$ cat src/rtl/gpio_port_pkg.sv
package gpio_port_pkg;

  typedef enum logic [2:0] {
    REG_MODE  = 3'd0,
    REG_DRIVE = 3'd1,
    REG_LEVEL = 3'd2,
    REG_SENSE = 3'd3,
    REG_NONE  = 3'd4
  } reg_kind_e;

  typedef struct packed {
    reg_kind_e kind;
    logic      alias_hit;
  } reg_sel_t;

  localparam logic [10:0] OFF_MODE  = 11'h000;
  localparam logic [10:0] OFF_DRIVE = 11'h010;
  localparam logic [10:0] OFF_LEVEL = 11'h020;
  localparam logic [10:0] OFF_SENSE = 11'h030;

endpackage

$ cat src/rtl/gpio_addr_decode.sv
module gpio_addr_decode
  import gpio_port_pkg::*;
#(
  parameter int ADDR_W = 12
) (
  input  logic [ADDR_W-1:0] addr,
  output reg_sel_t          sel
);
  localparam int ALIAS_BIT = ADDR_W - 1;

  function automatic reg_kind_e kind_of(input logic [10:0] off);
    case (off)
      OFF_MODE:  return REG_MODE;
      OFF_DRIVE: return REG_DRIVE;
      OFF_LEVEL: return REG_LEVEL;
      OFF_SENSE: return REG_SENSE;
      default:   return REG_NONE;
    endcase
  endfunction

  always_comb begin
    sel.alias_hit = addr[ALIAS_BIT];
    sel.kind      = kind_of(addr[10:0]);
  end
endmodule

$ cat src/rtl/gpio_masked_reg.sv
module gpio_masked_reg #(
  parameter int NPINS  = 8,
  parameter int DATA_W = 32
) (
  input  logic              clk,
  input  logic              rst_n,
  input  logic              plain_we,
  input  logic              mask_we,
  input  logic [DATA_W-1:0] wdata,
  output logic [NPINS-1:0]  q
);
  localparam int MASK_LSB = NPINS;

  function automatic logic [NPINS-1:0] merge_bits(
    input logic [NPINS-1:0] old_v,
    input logic [NPINS-1:0] new_v,
    input logic [NPINS-1:0] sel_v);
    return (old_v & ~sel_v) | (new_v & sel_v);
  endfunction

  logic [NPINS-1:0] data_bits;
  logic [NPINS-1:0] mask_bits;
  logic [NPINS-1:0] q_next;

  assign data_bits = wdata[NPINS-1:0];
  assign mask_bits = wdata[MASK_LSB +: NPINS];

  always_comb begin
    q_next = q;
    if (plain_we)     q_next = data_bits;
    else if (mask_we) q_next = merge_bits(q, data_bits, mask_bits);
  end

  always_ff @(posedge clk or negedge rst_n) begin
    if (!rst_n) q <= '0;
    else        q <= q_next;
  end


  plain_write_chk: assert property (@(posedge clk) disable iff (!rst_n)
    plain_we |=> q == $past(wdata[NPINS-1:0]));


  empty_mask_chk: assert property (@(posedge clk) disable iff (!rst_n)
    (mask_we && !plain_we && wdata[MASK_LSB +: NPINS] == '0) |=> $stable(q));
endmodule

$ cat src/rtl/gpio_in_sync.sv
module gpio_in_sync #(
  parameter int NPINS = 8
) (
  input  logic             clk,
  input  logic             rst_n,
  input  logic [NPINS-1:0] raw,
  output logic [NPINS-1:0] synced
);
  logic [NPINS-1:0] stage_a;

  always_ff @(posedge clk or negedge rst_n) begin
    if (!rst_n) begin
      stage_a <= '0;
      synced  <= '0;
    end else begin
      stage_a <= raw;
      synced  <= stage_a;
    end
  end
endmodule

$ cat src/rtl/gpio_pad_drive.sv
module gpio_pad_drive #(
  parameter int NPINS = 8
) (
  input  logic [NPINS-1:0] mode_q,
  input  logic [NPINS-1:0] drive_q,
  input  logic [NPINS-1:0] level_q,
  output logic [NPINS-1:0] pad_oe,
  output logic [NPINS-1:0] pad_out
);
  for (genvar i = 0; i < NPINS; i++) begin : g_pin
    assign pad_oe[i]  = mode_q[i] & drive_q[i];
    assign pad_out[i] = pad_oe[i] & level_q[i];
  end
endmodule

$ cat src/rtl/gpio_port_regs.sv
module gpio_port_regs
  import gpio_port_pkg::*;
#(
  parameter int NPINS  = 8,
  parameter int ADDR_W = 12,
  parameter int DATA_W = 32
) (
  input  logic              clk,
  input  logic              rst_n,
  input  logic [ADDR_W-1:0] reg_addr,
  input  logic              reg_wr,
  input  logic [DATA_W-1:0] reg_wdata,
  input  logic              reg_rd,
  output logic [DATA_W-1:0] reg_rdata,
  input  logic [NPINS-1:0]  pin_in,
  output logic [NPINS-1:0]  pin_out,
  output logic [NPINS-1:0]  pin_oe
);
  localparam int NREGS = 3;

  reg_sel_t         sel;
  logic [NPINS-1:0] reg_q [NREGS];
  logic [NPINS-1:0] sense_q;
  logic [NPINS-1:0] mode_q, drive_q, level_q;
  logic [DATA_W-1:0] rd_word;
  logic             sense_write;
  logic             undef_read;

  gpio_addr_decode #(.ADDR_W(ADDR_W)) dec_i (
    .addr (reg_addr),
    .sel  (sel)
  );

  for (genvar r = 0; r < NREGS; r++) begin : g_reg
    logic hit;
    assign hit = reg_wr && (sel.kind == reg_kind_e'(r));
    gpio_masked_reg #(.NPINS(NPINS), .DATA_W(DATA_W)) reg_i (
      .clk      (clk),
      .rst_n    (rst_n),
      .plain_we (hit && !sel.alias_hit),
      .mask_we  (hit && sel.alias_hit),
      .wdata    (reg_wdata),
      .q        (reg_q[r])
    );
  end

  assign mode_q  = reg_q[REG_MODE];
  assign drive_q = reg_q[REG_DRIVE];
  assign level_q = reg_q[REG_LEVEL];

  gpio_in_sync #(.NPINS(NPINS)) sync_i (
    .clk    (clk),
    .rst_n  (rst_n),
    .raw    (pin_in),
    .synced (sense_q)
  );

  gpio_pad_drive #(.NPINS(NPINS)) pad_i (
    .mode_q  (mode_q),
    .drive_q (drive_q),
    .level_q (level_q),
    .pad_oe  (pin_oe),
    .pad_out (pin_out)
  );

  always_comb begin
    rd_word = '0;
    case (sel.kind)
      REG_MODE:  rd_word[NPINS-1:0] = mode_q;
      REG_DRIVE: rd_word[NPINS-1:0] = drive_q;
      REG_LEVEL: rd_word[NPINS-1:0] = level_q;
      REG_SENSE: rd_word[NPINS-1:0] = sense_q;
      default:   rd_word = '0;
    endcase
  end

  always_ff @(posedge clk or negedge rst_n) begin
    if (!rst_n)      reg_rdata <= '0;
    else if (reg_rd) reg_rdata <= rd_word;
    else             reg_rdata <= '0;
  end

  assign sense_write = reg_wr && (sel.kind == REG_SENSE || sel.kind == REG_NONE);
  assign undef_read  = reg_rd && (sel.kind == REG_NONE);


  undef_read_zero_chk: assert property (@(posedge clk) disable iff (!rst_n)
    undef_read |=> reg_rdata == '0);


  idle_read_zero_chk: assert property (@(posedge clk) disable iff (!rst_n)
    !reg_rd |=> reg_rdata == '0);


  dead_write_chk: assert property (@(posedge clk) disable iff (!rst_n)
    sense_write |=> ($stable(mode_q) && $stable(drive_q) && $stable(level_q)));


  drive_follow_chk: assert property (@(posedge clk) disable iff (!rst_n)
    (reg_wr && sel.kind == REG_DRIVE && !sel.alias_hit)
      |=> pin_oe == ($past(reg_wdata[NPINS-1:0]) & mode_q));
endmodule

$ cat config.mk
export PLATFORM = sky130hd
export DESIGN_NAME = gpio_port_regs
export DESIGN_NICKNAME = d
export VERILOG_FILES = /design/src/rtl/gpio_port_pkg.sv /design/src/rtl/gpio_addr_decode.sv /design/src/rtl/gpio_masked_reg.sv /design/src/rtl/gpio_in_sync.sv /design/src/rtl/gpio_pad_drive.sv /design/src/rtl/gpio_port_regs.sv
export SDC_FILE = /design/constraint.sdc
export NUM_CORES = 1
export LEC_CHECK = 0
export ABC_AREA = 1
export BUFFER_PORTS_ARGS = -buffer_cell sky130_fd_sc_hd__buf_4
export CORE_UTILIZATION = 32
export DETAILED_ROUTE_END_ITERATION = 8
export GPL_TIMING_DRIVEN = 1
export PLACE_DENSITY_LB_ADDON = 0.2
export SLEW_MARGIN = 25
export SYNTH_ARGS = -nofsm -noshare
export SYNTH_HDL_FRONTEND = slang
export SYNTH_HIERARCHICAL = 1
export SYNTH_SLANG_ARGS = --single-unit
export TNS_END_PERCENT = 50
$ cat constraint.sdc
create_clock -name clk -period 1.2 [get_ports clk]
set_input_delay 0.24 -clock clk [delete_from_list [all_inputs] [get_ports clk]]
set_output_delay 0.24 -clock clk [all_outputs]
set_load 0.02 [all_outputs]
# [Word-level counts from Yosys, hierarchy flattened]
# Cells that the tools add are included.
# Widths: inputs -> output; s select.
[op_classes] n_eq_ne=6 mux=9 bitwise=24 n_reduce_logical=15
[op_table] op="$mux 8" count=7
[op_table] op="$and 8x8->8" count=4
[op_table] op="$pmux 8 s4" count=1
[op_table] op="$or 8x8->8" count=3
[op_table] op="$eq 11x6->1 const B" count=2
[op_table] op="$and 1x1->1" count=16
[op_table] op="$pmux 3 s4" count=1
[op_table] op="$eq 11x5->1 const B" count=1
[op_table] op="$logic_not 11->1" count=1
[op_table] op="$logic_and 1x1->1" count=9
[op_table] op="$not 8->8" count=1
[op_table] op="$eq 3x2->1 const B" count=2
[op_table] op="$reduce_bool 2->1" count=3
[op_table] op="$eq 3x1->1 const B" count=1
[op_table] op="$logic_not 3->1" count=1
[op_table] op="$logic_not 1->1" count=1
[totals] reg_bits=72 output_inout_bits=48 wordCells=60

# [Logic depth before layout (Yosys ltp)]
# Gate-level depths: netlist of run 1.
[depth] word_depth=7 mapped_depth=14 ltp_nobuf=11

# [By module]
# The synthesis of run 1 kept the hierarchy.
[modules_own_cells] mod="gpio_masked_reg" n_inst=3 cells_each=75 area_each_um2=480.5
[modules_own_cells] mod="gpio_port_regs" n_inst=1 cells_each=119 area_each_um2=825.8
[modules_own_cells] mod="gpio_in_sync" n_inst=1 cells_each=16 area_each_um2=400.4
[modules_own_cells] mod="gpio_pad_drive" n_inst=1 cells_each=32 area_each_um2=140.1
[modules_own_cells] mod="gpio_addr_decode" n_inst=1 cells_each=13 area_each_um2=58.8

# [Least setup slack after synthesis of run 1]
# No wires, ideal clock.
[synth_path] path_kind="input -> register" start="in reg_addr[7]" end="reg (tool-made name)" setup_ns=0.113 arrival_time_ns=1.638 required_ns=1.087 slack_ns=-0.550 cell_stages=13 n_path_buf=2 cell_sequence="nor2_1 -> nand3_1 -> or2_1 -> inv_2 -> buf_6 -> nand3_1 -> nor3_1 -> inv_2 -> buf_8 -> nand2_1 -> nand2_1 -> nand2_1 -> inv_1"
[synth_lines] item="from (decl)" line="gpio_port_regs.sv:10" source="input logic [ADDR_W-1:0] reg_addr,"

==> results of run 1 <==
[final timing paths]
check	endpoint	slack, ns	cells after the start
max reg2reg	reg_rdata[1]$_DFF_PN0_	0.32	4
max in group asynchronous	asynchronous set/reset pin	0.54	3
min	sync_i/stage_a[6]$_DFF_PN0_	0.03	1
min in group asynchronous	asynchronous set/reset pin	0.41	3
min reg2reg	sync_i/synced[3]$_DFF_PN0_	0.35	0
max	flop	-0.24	14
[kinds of logic after synthesis]
kind of cell | after synthesis | synth area share
simple gates | 219 | 0.336
flops | 48 | 0.419
other cells | 1 | 0.00131
buf+inv | 137 | 0.244
[layer usage]
metal | up-vias | global-route usage
li1 | 1305 | -
met1 | 1186 | 0.194
met2 | 77 | 0.281
met3 | 7 | 0.0347
met4 | 0 | 0.0448
met5 | - | 0
[area by class of cell]
class | count | share of cell area
Clock buffer | 5 | 0.0177
Sequential cell | 48 | 0.309
Tap cell | 108 | 0.0347
Inverter | 99 | 0.0992
Timing Repair Buffer | 88 | 0.203
Clock inverter | 3 | 0.00642
Multi-Input combinational cell | 243 | 0.331
[through the flow]
stage / hold slack, ns / power (W) / utilization
after global placement: 0.232 / 0.00205 / 0.405
after CTS: 0.0169 / 0.00312 / 0.445
after global routing: 0.00489 / 0.00324 / 0.449
after floorplan: -0.0556 / 0.00190 / -
final: 0.0258 / 0.00308 / 0.449
after detailed placement: 0.231 / 0.00205 / 0.405
[synth_stat cells (all sizes together)]
cell | number | share of area
dfrtp | 48 | 0.42
nand4 | 16 | 0.035
nand2 | 123 | 0.16
conb | 1 | 0.0013
nor2 | 29 | 0.051
nand3 | 42 | 0.073
buf | 38 | 0.11
clkinv | 16 | 0.021
nor3 | 8 | 0.014
inv | 83 | 0.11
or2 | 1 | 0.0022
[what timing repair did]
action | 4_1_cts | 5_1_grt
hold buffers | 1 | 0
pin swaps | 32 | 12
resized for setup | 69 | 14
endpoints found under the setup margin | 48 | 48
buffers inserted | 2 | 0
endpoints found under the hold margin | 48 | 0
[where the power goes]
group | switching [W] | internal [W] | leakage (nW)
Sequential | 0.0000157 | 0.00165 | 0.509
Combinational | 0.000226 | 0.000157 | 1.62
Clock | 0.000609 | 0.000426 | 0.0452
[worst reg2reg max path, stage by stage, from the launching register on]
cell and delay (ns):
sky130_fd_sc_hd__dfrtp_1 0.42, sky130_fd_sc_hd__nand4_1 0.11, sky130_fd_sc_hd__nand2_1 0.07, sky130_fd_sc_hd__nor2_1 0.04, sky130_fd_sc_hd__nor2_1 0.15
==> impl_summary.md, run 1 <==
Die
The die is 96.6 um tall. The die is 96.6 um wide. For this configuration, the core starts out at a cell density of 0.330. In this run the core area contains 34 standard-cell rows. The die covers 9340 um^2. The number of I/O pins is 104. In this run the standard cell core region covers 8680 um^2.

Min path
The startpoint identified for the worst hold timing path is pin_in[6]. The worst hold path belongs to the class input pin to flop.

Clock tree
The clock reaches the later pin of the worst-skew pair after 0.31 ns. The CTS root buffer is sky130_fd_sc_hd__clkbuf_8. The sink count of the clock tree is 48.

The number of levels the H-tree was split into is 2. The largest buffer count on any clock path is 2. The clock tree from TritonCTS is built. The register clock-pin slew on the reported worst setup and hold paths is 0.10 ns.

Clock tree synthesis inserted a total of 5 buffers.

Routing
The via count normalized by instance count is 4.34. The first routing iteration left 60 violations. The routed length on met1 is 2.97 mm.

Wires add up to 6.96 mm. In the final routed layout, each cell accounts on average for 11.7 um. The remaining design rule violation count is 0. The first detailed-routing pass ran for 4 iterations.

Detailed routing inserted a total of 2575 vias. The wire length on met3 is 333 um. The uppermost metal layer occupied by signal nets is met4. In this run the remaining antenna-violating nets after routing total 0. Detailed routing placed a total of 3.59 mm of wire on met2.

Setup path
The combined buffer and inverter count along the critical path is 5. STA classifies the critical path endpoint as a flop. Traced cell by cell, the critical path runs through buf_4, nor2_4, nand2_2, buf_6, nor3_4, buf_6, nand2_2, nor3_2, buf_6, nand2_1, nand2_1, nand2_1, nand2_1, inv_1. For this run, the slowest stage of the critical path takes 0.20 ns. Among all stages on the critical path, the largest delay is contributed by sky130_fd_sc_hd__buf_6. Along the worst path, the maximum fanout reaches 8. In this design, the critical path's most frequently occurring cell is sky130_fd_sc_hd__nand2_1. The critical path class is input pin to flop. The data required time of the critical path is 1.41 ns. At the worst endpoint, the arrival time is 1.65 ns.

The cell class contributing the biggest share of worst-path delay is simple AND/OR/NAND/NOR gates. STA classifies the critical path startpoint as an input pin. In this run the worst setup path begins at reg_addr[1].

Cells and area
The number of antenna repair diodes is 0. Summing all flip-flop and latch instances after layout gives 1200 um^2. Once layout is complete, the cells apart from fillers number 594. The leading cell type in the layout, fill and taps excluded is sky130_fd_sc_hd__nand2_1. From synthesis to final layout, the design area changed by 35.9%. The number of fill cells in the layout is 898. The multi-input combinational cells in the finished layout cover a total of 1290 um^2.

Summing all non-filler instances in the final layout gives an area of 3900 um^2. Leaving out fill and tap cells, the most frequent cells in the layout are sky130_fd_sc_hd__nand2_1 (90), sky130_fd_sc_hd__inv_1 (63), sky130_fd_sc_hd__buf_4 (58). The net total in the final layout is 541. The fraction of layout instances using a drive strength above 1 is 0.366.

Timing
The final max-slew violation count is 0. Static timing analysis puts the maximum clock frequency at 694 MHz. Dividing the final minimum period by the clock period gives 1.20. The smallest clock period supported by the final layout is computed as 1.44 ns. Setup violations remaining at the end of the flow were counted as 48. Setup repair after global routing could not meet its margin everywhere.

For the final database, setup skew stands at 0.00490 ns. The setup TNS is -7.10 ns. The number of endpoints with negative hold slack in the final report is 0. After layout, the worst setup slack is -0.241 ns.

Synthesis
The post-synthesis average cell area is 7.08 um^2. The number of synthesized register bits is 48. After synthesis, the netlist uses 18 different library cells. Of the synthesized area, sequential elements account for 0.419.

The mapped netlist covers 2870 um^2. The number of instances in the synthesized netlist is 405. The Yosys step of the flow raised 6 warnings.

Power and ir drop
VDD sags by at most 0.513 mV. The leakage power is 2.17 nW. The power per cell area is 791 nW/um^2.

Global routing
The via count of the first global-routing pass is 2561. The first global-routing pass estimated 11.8 mm of wire. The all-layer global routing usage is 0.159. The initial antenna violation count came to 0.

The total overflow left after global routing is 0. The pin count of the biggest net entering global routing is 49.

Flow run
The max-cap check violation count is 0.

Place
The setup slack at placement is -0.750 ns. The total of buffers placed on input and output ports is 63. Once placement completed, the tool counted placed cells totaling 583.

The final RePlAce weighted congestion is 0.811. The placement-stage cell area is 3510 um^2. The half-perimeter wire length of the detailed placement result is 5.16 mm.

Outcome
The flow ran to the end, but the final reports show violations. The checks that failed: negative setup slack.
(Power assumes the default switching activity.)
==> run 2, diff against run 1 <==
==> constraint.sdc (replaced) <==
create_clock -name clk -period 1.2 [get_ports clk]
set_input_delay 0.12 -clock clk [delete_from_list [all_inputs] [get_ports clk]]
set_output_delay 0.12 -clock clk [all_outputs]
set_load 0.02 [all_outputs]
==> run 2 against run 1 <==
Compared with the run above: the flow still finishes with violations (negative setup slack); worst setup slack improved by 0.11 ns; sequential share of layout area shrank 1.9 points; die area did not move; worst hold slack improved by 0.062 ns; power is 6.7% higher; highest routed layer unchanged; combinational power increased by 8.9%.
==> impl_summary.md, run 2 (synthesized netlist as in run 1, its figures left out) <==
Outcome
Run status: finished, violations left (unchanged). Violated checks: negative setup slack (unchanged).

Die
The starting density of the core is 0.330 (unchanged). The number of standard-cell rows in the floorplan is 34 (unchanged). The number of I/O pins is 104 (unchanged). The total die area was 9340 um^2 (unchanged). The core region area is 8680 um^2 (unchanged). The floorplan die height came to 96.6 um (unchanged). The die width is 96.6 um (unchanged).

Power and ir drop
The power share of the combinational group came to 0.127 (was 0.124). The power per cell area is 792 nW/um^2 (was 791 nW/um^2). The share of power burned in registers is 0.506 (was 0.540). The power spent charging and discharging nets is 0.000839 W (was 0.000851 W). The leakage power is 2.34 nW (was 2.17 nW). The internal power contribution is 0.00245 W (was 0.00223 W). The part of the total power dissipated in the clock network is 0.368 (was 0.336). The net switching share of the total power is 0.255 (was 0.276). The worst supply voltage drop on vdd was 0.426 mV (was 0.513 mV).

Routing
The wire length reported by the detailed router came to 7.26 mm (was 6.96 mm). The via count normalized by instance count is 4.38 (was 4.34). The detailed-router iteration count before antenna repair is 4 (unchanged).

The number of DRC violations after detailed-routing iteration 0 came to 74 (was 60). The via count of the routed design is 2644 (was 2575). The routed length per placed instance is 12.0 um (was 11.7 um). The remaining design rule violation count is 0 (unchanged). The wire length on met3 came to 332 um (was 333 um). The routed length on met1 is 2.98 mm (was 2.97 mm). The detailed-routed wire length on met2 is 3.89 mm (was 3.59 mm). The remaining antenna violation count after routing is 0 (unchanged). The uppermost metal layer occupied by signal nets is met4 (unchanged).

Setup path
The cell class contributing the biggest share of worst-path delay is simple AND/OR/NAND/NOR gates (unchanged). The delay of the slowest cell on the worst path is 0.27 ns (was 0.20 ns). The cell repeated most along the worst path was sky130_fd_sc_hd__buf_6 (was sky130_fd_sc_hd__nand2_1). The worst reg2reg path depth is 4 (unchanged). The slowest library cell on the worst path is sky130_fd_sc_hd__or2_4 (was sky130_fd_sc_hd__buf_6).

The number of cells on the critical path is 14 (unchanged). The critical-path maximum fanout came to 6 (was 8). The endpoint kind of the worst setup timing path is a flop (unchanged). The data required time of the critical path is 1.41 ns (about the same).

The capture instance of the worst register-to-register path is reg_rdata[7]$_DFF_PN0_ (was reg_rdata[1]$_DFF_PN0_). The critical path class is input pin to flop (unchanged). The kind of start point of the critical path is an input pin (unchanged). The start point of the critical path is reg_addr[3] (was reg_addr[1]).

The data arrival time of the worst path came to 1.54 ns (was 1.65 ns). The register-to-register setup slack was 0.33 ns (was 0.32 ns). The combined buffer and inverter count along the critical path is 6 (was 5). Cell Chain, Critical Path: buf_6, nor2_4, nand3_4, or2_4, inv_4, nand3_4, buf_6, nor3_4, inv_2, buf_6, nand2_2, nand2_2, nand2_1, inv_1 (was buf_4, nor2_4, nand2_2, buf_6, nor3_4, buf_6, nand2_2, nor3_2, buf_6, nand2_1, nand2_1, nand2_1, nand2_1, inv_1).

Timing
The worst hold slack across all endpoints is 0.0873 ns (was 0.0258 ns). The time the worst path needs with I/O delays and setup is 1.33 ns (was 1.44 ns). The final max-slew violation count is 0 (unchanged). Unrepaired setup endpoints after global routing: true (unchanged).

The total setup violations reported at the end of the flow was 32 (was 48). The setup TNS is -2.33 ns (was -7.10 ns). The highest attainable clock frequency came to 751 MHz (was 694 MHz). The number of endpoints with negative hold slack in the final report is 0 (unchanged). The portion of the clock cycle consumed by the worst path in the final layout is 1.11 (was 1.20). The least setup slack across all paths after layout came to -0.131 ns (was -0.241 ns). The maximum clock skew at final layout is 0.0123 ns (was 0.00490 ns).

Cells and area
The number of antenna repair diodes is 0 (unchanged). The leading cell type in the layout, fill and taps excluded is sky130_fd_sc_hd__nand2_1 (unchanged). The net total in the final layout is 551 (was 541). The growth of design area from synthesis to finish is 44.9% (was 35.9%). The number of fill cells in the layout is 886 (was 898).

Commonest non-fill, non-tap cells in the layout: sky130_fd_sc_hd__nand2_1 (71), sky130_fd_sc_hd__inv_1 (67), sky130_fd_sc_hd__buf_4 (62) (was sky130_fd_sc_hd__nand2_1 (90), sky130_fd_sc_hd__inv_1 (63), sky130_fd_sc_hd__buf_4 (58)). The fraction of layout instances using a drive strength above 1 is 0.399 (was 0.366).

Min path
The type of the tightest min-delay check is input pin to flop (unchanged).

Place
The half-perimeter wire length of the detailed placement result is 5.15 mm (was 5.16 mm). The final RePlAce weighted congestion is 0.811 (unchanged). The total of buffers placed on input and output ports is 63 (unchanged).

Clock tree
The number of levels the H-tree was split into came to 2 (unchanged). The sink count of the clock tree was 48 (unchanged). The register clock-pin slew on the reported worst setup and hold paths is 0.10 ns (about the same). The number of CTS-inserted buffers is 5 (unchanged). The largest buffer count on any clock path is 2 (unchanged). The clock latency at the later pin of the worst-skew pair was 0.31 ns (about the same). The CTS root buffer is sky130_fd_sc_hd__clkbuf_8 (unchanged).

The clock tree from TritonCTS was built (unchanged).

Global routing
The pin count of the biggest net entering global routing is 49 (unchanged). The overflow left after global routing is 0 (unchanged). The all-layer global routing usage was 0.161 (was 0.159).

The first-pass GRT wire length is 12.0 mm (was 11.8 mm). The via count of the first global-routing pass is 2586 (was 2561). The initial antenna violation count is 0 (unchanged).

Flow run
The max-cap check violation count is 0 (unchanged).
## run 2: cell count changes in the layout (fill, tap and decap cells not counted), sizes merged
cell	change
inv	-3
clkinv	+3
clkinvlp	-1
buf	+2
dlygate4sd3	+8
bufinv	+1
## run 2: routing by layer
layer	up-vias	track usage
met5	-	0
met4	0	0.0379
met3	4	0.0376
met2	76	0.290
met1	1237	0.194
li1	1327	-
## run 2: power by group through the flow
stage | clock network, W | logic [W] | registers, W
after floorplan | 0 | 0.000206 | 0.00169
after global placement | 0 | 0.000353 | 0.00170
after detailed placement | 0 | 0.000353 | 0.00170
after CTS | 0.00127 | 0.000396 | 0.00166
after global routing | 0.00131 | 0.000454 | 0.00167
final | 0.00121 | 0.000417 | 0.00166
## run 2: final cells by class
class / count / area [um^2] / area share
Multi-Input combinational cell: 243 / 1420 / 0.342
Sequential cell: 48 / 1200 / 0.289
Timing Repair Buffer: 98 / 886 / 0.213
Inverter: 99 / 392 / 0.0943
Tap cell: 108 / 135 / 0.0325
Clock buffer: 5 / 68.8 / 0.0166
Clock inverter: 3 / 47.5 / 0.0114
## run 2: worst min-delay path by stage
stage,startpoint,endpoint,cells after the start,slack (ns)
after floorplan,rst_n,asynchronous set/reset pin,0,-0.18
after global placement,rst_n,asynchronous set/reset pin,2,0.11
after detailed placement,rst_n,asynchronous set/reset pin,2,0.11
after CTS,reg_wdata[2],flop,5,0.08
after global routing,reg_wdata[3],flop,5,0.10
final,reg_wdata[2],flop,5,0.09
## run 2: metrics by stage
step | power (W) | std cells | util | instance area, um^2 | setup WS, ns
floorplan | 0.00190 | 428 | - | 3050 | -0.327
global placement | 0.00205 | 583 | 0.405 | 3510 | -0.548
detailed placement | 0.00205 | 583 | 0.405 | 3510 | -0.623
CTS | 0.00333 | 604 | 0.451 | 3920 | -0.142
global route | 0.00344 | 604 | 0.479 | 4150 | -0.231
finish | 0.00329 | 604 | 0.479 | 4150 | -0.131
## run 2: timing repair
item | 4_1_cts | 5_1_grt
pin swaps | 29 | 34
hold buffers | 9 | 0
resized for setup | 47 | 68
setup buffers | 4 | 0
hold endpoints to repair | 56 | 0
endpoints found under the setup margin | 40 | 47
## run 2: worst min-delay path, stage by stage
cell and delay [ns]:
sky130_fd_sc_hd__buf_4 0.09, sky130_fd_sc_hd__inv_1 0.03, sky130_fd_sc_hd__nand2_1 0.05, sky130_fd_sc_hd__nand2_1 0.04
sky130_fd_sc_hd__inv_1 0.04
==> run 3, diff against run 2 <==
BUFFER_PORTS_ARGS = -buffer_cell sky130_fd_sc_hd__clkbuf_2   (was -buffer_cell sky130_fd_sc_hd__buf_4)
==> run 3 against run 2 <==
Compared with the run above: the flow still finishes with violations (negative setup slack); critical path depth shrank 1; register-to-register slack hardly changed; cell area decreased by 8.1%; die area did not move; worst hold slack better by 0.013 ns; combinational power decreased by 16%; fmax grew 4.3%; via count down 1.0%; sequential power barely moved; flip-flop and latch count is the same.
==> impl_summary.md, run 3 (synthesized netlist as in run 1, its figures left out) <==
Outcome
Run status: finished, violations left (unchanged). Violated checks: negative setup slack (unchanged).

Place
The total of buffers placed on input and output ports is 63 (unchanged). The setup slack at placement is -0.685 ns (was -0.623 ns). The final RePlAce weighted congestion came to 0.839 (was 0.811). The half-perimeter wire length of the detailed placement result is 5.15 mm (about the same).

Clock tree
The sink count of the clock tree came to 48 (unchanged). The clock latency at the later pin of the worst-skew pair is 0.31 ns (about the same). The clock tree from TritonCTS is built (unchanged). The CTS root buffer was sky130_fd_sc_hd__clkbuf_8 (unchanged).

The largest buffer count on any clock path is 2 (unchanged). The number of CTS-inserted buffers was 5 (unchanged). The register clock-pin slew on the reported worst setup and hold paths came to 0.10 ns (about the same).

The number of levels the H-tree was split into was 2 (unchanged).

Flow run
The max-cap check violation count is 0 (unchanged).

Global routing
The overflow left after global routing is 0 (unchanged). The first-pass GRT wire length is 11.5 mm (was 12.0 mm). The met1 layer usage reported by global route is 0.193 (was 0.194). The met2 track utilization from global routing is 0.272 (was 0.290). The initial antenna violation count was 0 (unchanged). The met3 track utilization from global routing came to 0.0267 (was 0.0376). The layer carrying the most global-route usage is met2 (unchanged).

The via count of the first global-routing pass is 2429 (was 2586). The pin count of the biggest net entering global routing came to 49 (unchanged). The all-layer global routing usage is 0.154 (was 0.161).

Timing
The portion of the clock cycle consumed by the worst path in the final layout came to 1.06 (was 1.11). The time the worst path needs with I/O delays and setup is 1.28 ns (was 1.33 ns). The highest attainable clock frequency came to 784 MHz (was 751 MHz). The maximum clock skew at final layout is 0.00643 ns (was 0.0123 ns).

The final max-slew violation count is 0 (unchanged). Unrepaired setup endpoints after global routing: true (unchanged). The least setup slack across all paths after layout is -0.0757 ns (was -0.131 ns).

The number of endpoints with negative hold slack in the final report is 0 (unchanged). The total setup violations reported at the end of the flow came to 24 (was 32). The setup TNS was -1.28 ns (was -2.33 ns).

Cells and area
The leading cell type in the layout, fill and taps excluded was sky130_fd_sc_hd__nand2_1 (unchanged). Commonest non-fill, non-tap cells in the layout: sky130_fd_sc_hd__nand2_1 (100), sky130_fd_sc_hd__inv_1 (68), sky130_fd_sc_hd__clkbuf_2 (48) (was sky130_fd_sc_hd__nand2_1 (71), sky130_fd_sc_hd__inv_1 (67), sky130_fd_sc_hd__buf_4 (62)). The number of antenna repair diodes was 0 (unchanged). The growth of design area from synthesis to finish is 33.2% (was 44.9%). The fraction of layout instances using a drive strength above 1 is 0.327 (was 0.399).

The number of fill cells in the layout was 917 (was 886). The net total in the final layout is 550 (was 551).

Die
The total die area was 9340 um^2 (unchanged). The floorplan die height is 96.6 um (unchanged). The starting density of the core is 0.330 (unchanged).

The die width came to 96.6 um (unchanged). The number of standard-cell rows in the floorplan came to 34 (unchanged). The core region area is 8680 um^2 (unchanged). The number of I/O pins was 104 (unchanged).

Setup path
The critical-path maximum fanout is 5 (was 6). The data required time of the critical path is 1.41 ns (about the same). The kind of start point of the critical path was an input pin (unchanged). The critical path class is input pin to flop (unchanged). The data arrival time of the worst path came to 1.49 ns (was 1.54 ns). The endpoint kind of the worst setup timing path is a flop (unchanged).

Routing
The remaining design rule violation count is 0 (unchanged). The via count normalized by instance count was 4.34 (was 4.38). The remaining antenna violation count after routing was 0 (unchanged). The via count of the routed design was 2617 (was 2644). The routed length per placed instance is 11.6 um (was 12.0 um). The detailed-router iteration count before antenna repair is 4 (unchanged). The wire length reported by the detailed router is 6.99 mm (was 7.26 mm). The number of DRC violations after detailed-routing iteration 0 is 101 (was 74).

Min path
The type of the tightest min-delay check is input pin to flop (unchanged).

Power and ir drop
The net switching share of the total power was 0.257 (was 0.255). The power spent charging and discharging nets came to 0.000832 W (was 0.000839 W). The internal power contribution was 0.00241 W (was 0.00245 W). The leakage power is 2.18 nW (was 2.34 nW). The share of power burned in registers is 0.514 (was 0.506). The worst supply voltage drop on vdd is 0.423 mV (was 0.426 mV).

The part of the total power dissipated in the clock network is 0.378 (was 0.368). The power share of the combinational group came to 0.109 (was 0.127). The power per cell area is 848 nW/um^2 (was 792 nW/um^2).
[run 3: repair_timing]
item | 4_1_cts | 5_1_grt
endpoints found under the hold margin | 56 | 0
endpoints found under the setup margin | 30 | 43
setup buffers | 2 | 0
resized for setup | 26 | 43
pin swaps | 9 | 8
hold buffers | 9 | 0
[run 3: critical path, cell delays in order]
cell                      delay [ns]
sky130_fd_sc_hd__buf_6          0.10
sky130_fd_sc_hd__nor2_4         0.11
sky130_fd_sc_hd__nand3_4        0.09
sky130_fd_sc_hd__or2_4          0.30
sky130_fd_sc_hd__nor2_8         0.10
sky130_fd_sc_hd__nand2_2        0.09
sky130_fd_sc_hd__nor3_4         0.17
sky130_fd_sc_hd__buf_6          0.15
sky130_fd_sc_hd__nand2_1        0.07
sky130_fd_sc_hd__nand2_1        0.06
sky130_fd_sc_hd__nand2_1        0.05
sky130_fd_sc_hd__nand2_1        0.05
sky130_fd_sc_hd__inv_1          0.03
[run 3: area by class of cell]
type / instances / area, um^2 / share of cell area
Inverter: 99 / 379 / 0.0993
Clock inverter: 3 / 46.3 / 0.0121
Sequential cell: 48 / 1200 / 0.315
Multi-Input combinational cell: 243 / 1240 / 0.325
Clock buffer: 5 / 68.8 / 0.0180
Tap cell: 108 / 135 / 0.0354
Timing Repair Buffer: 97 / 746 / 0.195
[run 3: worst paths after layout]
path / start / endpoint / slack (ns) / cells after the start
min in group asynchronous: rst_n / asynchronous set/reset pin / 0.31 / 3
worst min-delay path: reg_wdata[5] / flop / 0.10 / 5
worst max register to register: flop / reg_rdata[5]$_DFF_PN0_ / 0.33 / 4
max in group asynchronous: rst_n / asynchronous set/reset pin / 0.64 / 3
worst min register to register: sync_i/stage_a[3]$_DFF_PN0_ / sync_i/synced[3]$_DFF_PN0_ / 0.35 / 0
worst max-delay path: reg_addr[9] / flop / -0.08 / 13
[run 3: through the flow]
step,util,power [W],area (um^2),hold WS (ns),instances
CTS,0.427,0.00327,3700,0.0972,603
floorplan,-,0.00190,3050,-0.176,428
global placement,0.391,0.00200,3390,0.135,584
finish,0.440,0.00324,3820,0.101,603
global route,0.440,0.00337,3820,0.119,603
detailed placement,0.391,0.00200,3390,0.134,584
[run 3: routing by layer]
metal / share of wire / up-vias
met1: 0.44 / 1224
met2: 0.51 / 66
li1: - / 1322
met5: 0 / -
met3: 0.039 / 5
met4: 0.0076 / 0
[run 3: power by group through the flow]
stage	sequential [W]	clock (W)	combinational, W
6_report	0.00166	0.00122	0.000352
5_1_grt	0.00167	0.00132	0.000387
4_1_cts	0.00166	0.00126	0.000337
3_5_place_dp	0.00170	0	0.000303
3_3_place_gp	0.00170	0	0.000302
2_1_floorplan	0.00169	0	0.000206
